<file path="src/rtl/xirq_pkg.sv">
package xirq_pkg;

  typedef enum logic [1:0] {
    SENSE_LVL_HI = 2'd0,
    SENSE_RISE   = 2'd1,
    SENSE_FALL   = 2'd2,
    SENSE_LVL_LO = 2'd3
  } sense_e;

  localparam int SENSE_BASE = 16;
  localparam int EN_BASE    = 8;
  localparam int CLR_BASE   = 24;
  localparam int MASTER_BIT = 12;
  localparam int ROUTE_BIT  = 0;

  // bit positions mirror the line index from the top of each field
  function automatic int sense_lsb(input int n, input int lines);
    return SENSE_BASE + 2 * (lines - 1 - n);
  endfunction

  function automatic int en_pos(input int n, input int lines);
    return EN_BASE + (lines - 1 - n);
  endfunction

  function automatic int clr_pos(input int n, input int lines);
    return CLR_BASE + (lines - 1 - n);
  endfunction

  function automatic logic [31:0] keep_mask(input int lines);
    logic [31:0] m;
    m = '0;
    m[MASTER_BIT] = 1'b1;
    m[ROUTE_BIT]  = 1'b1;
    for (int n = 0; n < lines; n++) begin
      m[sense_lsb(n, lines)]     = 1'b1;
      m[sense_lsb(n, lines) + 1] = 1'b1;
      m[en_pos(n, lines)]        = 1'b1;
    end
    return m;
  endfunction

  function automatic logic [31:0] clr_mask(input int lines);
    logic [31:0] m;
    m = '0;
    for (int n = 0; n < lines; n++) m[clr_pos(n, lines)] = 1'b1;
    return m;
  endfunction

endpackage

</file>
<file path="src/rtl/xirq_sync.sv">
module xirq_sync #(
  parameter int STAGES = 2
) (
  input  logic clk,
  input  logic rst_n,
  input  logic d_i,
  output logic q_o
);
  logic [STAGES-1:0] chain_q;
  logic [STAGES-1:0] chain_d;

  always_comb chain_d = {chain_q[STAGES-2:0], d_i};

  always_ff @(posedge clk or negedge rst_n) begin
    if (!rst_n) chain_q <= '0;
    else        chain_q <= chain_d;
  end

  assign q_o = chain_q[STAGES-1];
endmodule

</file>
<file path="src/rtl/xirq_ctrl.sv">
module xirq_ctrl
  import xirq_pkg::*;
#(
  parameter int NUM_LINES = 4,
  parameter int DW        = 32
) (
  input  logic                 clk,
  input  logic                 rst_n,
  input  logic                 wr_i,
  input  logic [DW-1:0]        wdata_i,
  output logic [DW-1:0]        rdata_o,
  output logic [2*NUM_LINES-1:0] sense_o,
  output logic [NUM_LINES-1:0] en_o,
  output logic [NUM_LINES-1:0] clr_o,
  output logic                 master_o,
  output logic                 route_o
);
  localparam logic [31:0] KEEP = keep_mask(NUM_LINES);

  logic [DW-1:0] ctrl_q;
  logic [DW-1:0] ctrl_d;

  always_comb begin
    ctrl_d = ctrl_q;
    if (wr_i) ctrl_d = wdata_i & KEEP[DW-1:0];
  end

  always_ff @(posedge clk or negedge rst_n) begin
    if (!rst_n) ctrl_q <= '0;
    else        ctrl_q <= ctrl_d;
  end

  for (genvar n = 0; n < NUM_LINES; n++) begin : g_fld
    assign sense_o[2*n +: 2] = ctrl_q[sense_lsb(n, NUM_LINES) +: 2];
    assign en_o[n]           = ctrl_q[en_pos(n, NUM_LINES)];
    assign clr_o[n]          = wr_i & wdata_i[clr_pos(n, NUM_LINES)];
  end

  assign master_o = ctrl_q[MASTER_BIT];
  assign route_o  = ctrl_q[ROUTE_BIT];
  assign rdata_o  = ctrl_q;
endmodule

</file>
<file path="src/rtl/xirq_line.sv">
module xirq_line
  import xirq_pkg::*;
(
  input  logic       clk,
  input  logic       rst_n,
  input  logic       sync_i,
  input  logic [1:0] sense_i,
  input  logic       clr_i,
  input  logic       en_i,
  input  logic       master_i,
  output logic       req_o
);
  logic   prev_q;
  logic   pend_q, pend_d;
  logic   edge_mode, hit, lvl, cond;
  sense_e mode;

  always_comb begin
    mode      = sense_e'(sense_i);
    edge_mode = (mode == SENSE_RISE) || (mode == SENSE_FALL);
    hit = 1'b0;
    lvl = 1'b0;
    unique case (mode)
      SENSE_RISE:   hit = sync_i & ~prev_q;
      SENSE_FALL:   hit = ~sync_i & prev_q;
      SENSE_LVL_HI: lvl = sync_i;
      SENSE_LVL_LO: lvl = ~sync_i;
      default:      lvl = 1'b0;
    endcase
    // a fresh edge in the clear cycle survives the clear
    pend_d = edge_mode ? (hit | (pend_q & ~clr_i)) : 1'b0;
    cond   = edge_mode ? pend_q : lvl;
  end

  always_ff @(posedge clk or negedge rst_n) begin
    if (!rst_n) begin
      prev_q <= 1'b0;
      pend_q <= 1'b0;
    end else begin
      prev_q <= sync_i;
      pend_q <= pend_d;
    end
  end

  assign req_o = cond & en_i & master_i;
endmodule

</file>
<file path="src/rtl/xirq_cond.sv">
module xirq_cond
  import xirq_pkg::*;
#(
  parameter int NUM_LINES   = 4,
  parameter int DW          = 32,
  parameter int SYNC_STAGES = 2
) (
  input  logic                 clk,
  input  logic                 rst_n,
  input  logic [NUM_LINES-1:0] ext_irq_i,
  input  logic                 reg_wr_i,
  input  logic [DW-1:0]        reg_wdata_i,
  output logic [DW-1:0]        reg_rdata_o,
  output logic                 crit_req_o,
  output logic [NUM_LINES-2:0] main_req_o,
  output logic                 master_en_o,
  output logic                 crit_route_o
);
  logic [2*NUM_LINES-1:0] sense;
  logic [NUM_LINES-1:0]   en, clr, synced, req;
  logic                   master;

  xirq_ctrl #(.NUM_LINES(NUM_LINES), .DW(DW)) u_ctrl (
    .clk(clk), .rst_n(rst_n), .wr_i(reg_wr_i), .wdata_i(reg_wdata_i),
    .rdata_o(reg_rdata_o), .sense_o(sense), .en_o(en), .clr_o(clr),
    .master_o(master), .route_o(crit_route_o)
  );

  for (genvar n = 0; n < NUM_LINES; n++) begin : g_line
    xirq_sync #(.STAGES(SYNC_STAGES)) u_sync (
      .clk(clk), .rst_n(rst_n), .d_i(ext_irq_i[n]), .q_o(synced[n])
    );
    xirq_line u_line (
      .clk(clk), .rst_n(rst_n), .sync_i(synced[n]),
      .sense_i(sense[2*n +: 2]), .clr_i(clr[n]), .en_i(en[n]),
      .master_i(master), .req_o(req[n])
    );
  end

  assign crit_req_o  = req[0];
  assign main_req_o  = req[NUM_LINES-1:1];
  assign master_en_o = master;
endmodule

</file>
<file path="config.mk">
export PLATFORM = sky130hd
export DESIGN_NAME = xirq_cond
export DESIGN_NICKNAME = d
export VERILOG_FILES = /design/src/rtl/xirq_pkg.sv /design/src/rtl/xirq_sync.sv /design/src/rtl/xirq_ctrl.sv /design/src/rtl/xirq_line.sv /design/src/rtl/xirq_cond.sv
export SDC_FILE = /design/constraint.sdc
export NUM_CORES = 1
export LEC_CHECK = 0
export BUFFER_PORTS_ARGS = -buffer_cell sky130_fd_sc_hd__buf_2
export CAP_MARGIN = 30
export CELL_PAD_IN_SITES_DETAIL_PLACEMENT = 1
export CELL_PAD_IN_SITES_GLOBAL_PLACEMENT = 1
export CORE_MARGIN = 1.5
export CORE_UTILIZATION = 35
export DETAILED_ROUTE_END_ITERATION = 16
export MAX_ROUTING_LAYER = met4
export PLACE_DENSITY_LB_ADDON = 0.1
export SLEW_MARGIN = 20
export SYNTH_ARGS = -nofsm -noshare
export SYNTH_HDL_FRONTEND = slang
export SYNTH_HIERARCHICAL = 1
export SYNTH_SLANG_ARGS = --single-unit
</file>
<file path="constraint.sdc">
create_clock -name clk -period 1.85 [get_ports clk]
set_input_delay 0.37 -clock clk [delete_from_list [all_inputs] [get_ports clk]]
set_output_delay 0.37 -clock clk [all_outputs]
set_load 0.03 [all_outputs]
</file>
Word-level counts from Yosys, hierarchy flattened --
Cells that the tools add are included. W data, S select, Z words.
Storage, ports and cells: output and inout port bits 38, logic and storage cells 89, flip-flop bits (word level) 30, input port bits 39
Operators by class: eq/ne operators 12, reductions and logical operators 8, multiplexer cells 16, bitwise operators 40
Operator list (number):
- $and A1 B1 Y1 | 24
- $eq A2 B2 Y1 const B | 8
- $pmux W1 S2 | 8
- $not A1 Y1 | 12
- $eq A2 B1 Y1 const B | 4
- $logic_not A2 Y1 | 4
- $mux W1 | 8
- $logic_or A1 B1 Y1 | 4
- $or A1 B1 Y1 | 4

Logic depth before layout (Yosys ltp) --
depth in word-level cells 5, depth in mapped cells 5, gate-level depth less buffers 4

Hierarchy --
The synthesis kept the hierarchy.
Modules (own cells, without submodules):
- xirq_ctrl | instances 1, seq. area each 350.3 µm², cells an instance 67, area an instance 835.8 µm²
- xirq_line | instances 4, seq. area each 50.0 µm², cells an instance 15, area an instance 166.4 µm²
- xirq_sync | instances 4, seq. area each 50.0 µm², cells an instance 2, area an instance 50.0 µm²

Worst setup path before layout --
Ideal clock, no wire load.
path type reg2out, start reg u_ctrl.ctrl_q[18] (netlist: u_ctrl/rdata_o[18]), end out main_req_o[1], arrival 1.526 ns, buffers on the path 1, data required time 1.480 ns, slack -0.046 ns, stages on the path, launching flop included 6, cell sequence dfrtp_1 buf_4 inv_1 ha_1 mux2_1 o2111a_1
On the way: cells in the longest elaborated chain, start to end 5, elaborated cells on any way between the ends 9, classes of those cells 3 x eq/ne; 2 x mux; 2 x bitwise; 2 x reduce/logical
RTL lines:
- from (decl) | line xirq_ctrl.sv:20 | logic [DW-1:0] ctrl_q;
- from (signal assigned) | line xirq_ctrl.sv:30 | else ctrl_q <= ctrl_d;
- $eq A2 B2 Y1, or another cell as far along | line xirq_line.sv:23 | unique case (mode)
- $pmux W1 S2 / $logic_or A1 B1 Y1 (equally long branches) | line xirq_line.sv:23, xirq_line.sv:20
- $mux W1 (*) | line xirq_line.sv:32 | cond = edge_mode ? pend_q : lvl;
- $and A1 B1 Y1 (*) (2 in a row) | line xirq_line.sv:45 | assign req_o = cond & en_i & master_i;
- to (decl) | line xirq_cond.sv:15 | output logic [NUM_LINES-2:0] main_req_o,
Every way passes the cells marked *; elsewhere a longest branch is shown, timed or not.

Worst setup path after layout --
start reg u_ctrl.ctrl_q[16] (netlist: u_ctrl/rdata_o[16]), end out main_req_o[2]
The elaborated chain is that of the path after synthesis.

==> impl_metrics.ini <==
[global_route]
grt-busiest-layer = met2
met3_usage = 0.0483
antenna_found_initial = 0
grt_pass1_vias = 1181
grt_use_total = 0.153
grt_pass1_wl_um = 5790
use_met1 = 0.172
grt_max_degree = 31
met2_usage = 0.248
gr-total-overflow = 0

[worst_hold_path]
hp-class = primary input to asynchronous set/reset pin

[setup_path]
worstSetupStartpointType = flip-flop
critPathKind = flip-flop to output port
critPathMaxStageDelay_ns = 0.44
critical_path_peak_fanout = 5
required_ns = 1.48
cp-end-kind = output port
cp_cell_sequence = ha_2 -> mux2_4 -> o2111a_1 -> buf_6
cp.arrival_ns = 1.56
worst_path_max_delay_cell = dfrtp_2

[detailed_routing]
wl_per_cell_um = 15.2
firstDrtPassIters = 2
vias = 1098
route.antenna.remaining_nets = 0
wirelength_um = 3640
via_per_inst = 4.59
drtIter0Drc = 24
route.detailed.drc = 0

[outcome]
status = finished with violations
failed_checks = setup timing

[clock_tree]
numCtsBuffers = 5
clock_latency_ns = 0.28
cts_max_path_buffers = 2
cts_tree = done
cts-root-buf = clkbuf_8
clkSlewWorstSetupHoldPaths_ns = 0.06
htree_levels = 2
clock-sinks = 30
cts_hold_buf = 0

[power_and_ir_drop]
leakage_nw = 1.05
ir_drop_mv = 0.373
p_per_area_mw_per_mm2 = 847
power_mw = 1.77

[sta]
hold_viol = 0
post-route-period-util = 1.05
worst_slew_pin_slew_ns = 0.688
post-route-min-period_ns = 1.93
slew_viol_final = 0
setup-tns-final_ns = -0.279
fmax_mhz = 517
slew_headroom = 0.541
worst_clock_skew_ns = 0.00353
setup_viol = 4
rsz0062_at_grt = yes
setup_ws_ns = -0.0835

[floorplan]
initial_utilization = 0.363
std_cell_rows = 25
die-area_mm2 = 0.00529
io_pins = 77
die_x_um = 72.7
die_h_um = 72.7
placeableCoreArea_mm2 = 0.00469

[yosys]
post-synth-top-area-fraction = 0.441
syn_inst = 135
syn_area_per_cell_um2 = 12.6
ys_ff_latch = 30
synthesis.area_mm2 = 0.00170
yosysUniqueCellTypes = 16
ys_seq_area_frac = 0.441
yosysWarnings = 6
yosysTopAreaCell = dfrtp_1
synth.area.top_cells = dfrtp_1 (44%), buf_4 (14%), ha_1 (12%)

[finish]
area_growth_syn_to_layout_pct = 23.1
drive_gt1_frac = 0.589
most-common-layout-cells = buf_2 (40), dfrtp_1 (22), conb_1 (18)
final_util = 0.446
final_common_cell = buf_2
final_nets = 239
fillCellCount = 507
final_cell_count_no_fill = 239
num_antenna_cells = 0

[placed_design]
placedCellCount = 216
dp_hpwl_um = 2400
port_buffers = 44
place.gp.congestion = 0.810

[job]
max_cap_viol_count = 0
[per-layer routing]
layer,vias up,share of wire
li1,503,-
met5,-,0
met1,546,0.40
met2,43,0.52
met4,0,0.013
met3,6,0.063
[timing repair]
item	CTS	global route
gates resized for setup	25	8
pin swaps	7	5
setup buffers	11	4
setup endpoints to repair	4	4
[path summary, 6_finish.rpt]
| kind | from | to | slack [ns] | cells past startpoint |
|---|---|---|---|---|
| max | u_ctrl/rdata_o[16] | main_req_o[2] | -0.08 | 4 |
| min | rst_n | u_ctrl/rdata_o[16] | 0.13 | 1 |
| max reg2reg | u_ctrl/rdata_o[16] | g_line[3].u_line/pend_q | 0.63 | 6 |
| min reg2reg | g_line[2].u_sync/chain_q[0] | g_line[2].u_sync/chain_q[1] | 0.35 | 0 |
| max in group asynchronous | rst_n | u_ctrl/rdata_o[22] | 1.23 | 1 |
| min in group clk | ext_irq_i[0] | g_line[0].u_sync/chain_q[0] | 0.20 | 1 |
[synthesized netlist by cell type]
master and n:
buf_4 32, dfrtp_1 30, ha_1 16, inv_1 8, mux2_2 8, nand4b_1 8
mux2_4 6, and2_2 4, mux2_1 4, nand2b_1 4, nand3_1 4, nand3b_1 4
o2111a_1 4, buf_12 1, buf_6 1, conb_1 1
[final cells by class]
| cell class | instances | area [µm²] | area share |
|---|---|---|---|
| multi-input combinational | 80 | 798 | 0.381 |
| sequential | 30 | 761 | 0.363 |
| timing repair buffer | 59 | 358 | 0.171 |
| clock buffer | 8 | 80.1 | 0.0382 |
| tap | 54 | 67.6 | 0.0323 |
| inverter | 8 | 30.0 | 0.0143 |
[power breakdown]
part	switching (mW)	internal (mW)
clock	0.229	0.267
combinational	0.285	0.224
sequential	0.0558	0.714
[critical path, delay by kind of cell (launching register included)]
family / cells / cell delay (ns)
buffers and inverters: 1 / 0.14
adders and majority gates: 1 / 0.18
AOI/OAI and AO/OA: 1 / 0.25
DFF: 1 / 0.44
muxes: 1 / 0.27
[registers in the layout, summed over array words and instances, names as in the netlist]
| name | cells |
|---|---|
| g_line.u_line/prev_q | 4 |
| u_ctrl/rdata_o | 14 |
| g_line.u_line/pend_q | 4 |
| g_line.u_sync/chain_q | 8 |
[logic make-up after synthesis]
| group | count (synthesis) | share of synthesized area |
|---|---|---|
| buffers and inverters | 42 | 0.177 |
| DFF | 30 | 0.441 |
| and+or+nand+nor | 24 | 0.103 |
| muxes | 18 | 0.132 |
| adders and majority gates | 16 | 0.118 |
| AOI/OAI and AO/OA | 4 | 0.0265 |
| other | 1 | 0.00220 |
[through the flow]
| step | hold slack (ns) | cell area [µm²] | setup WS [ns] |
|---|---|---|---|
| 2_1_floorplan | 0.0744 | 1770 | -0.0236 |
| 3_3_place_gp | 0.333 | 1790 | 0.136 |
| 3_5_place_dp | 0.339 | 1790 | 0.102 |
| 4_1_cts | 0.151 | 2010 | -0.119 |
| 5_1_grt | 0.169 | 2090 | -0.147 |
| 6_report | 0.133 | 2090 | -0.0835 |
Power figures use the tool's default switching activity.
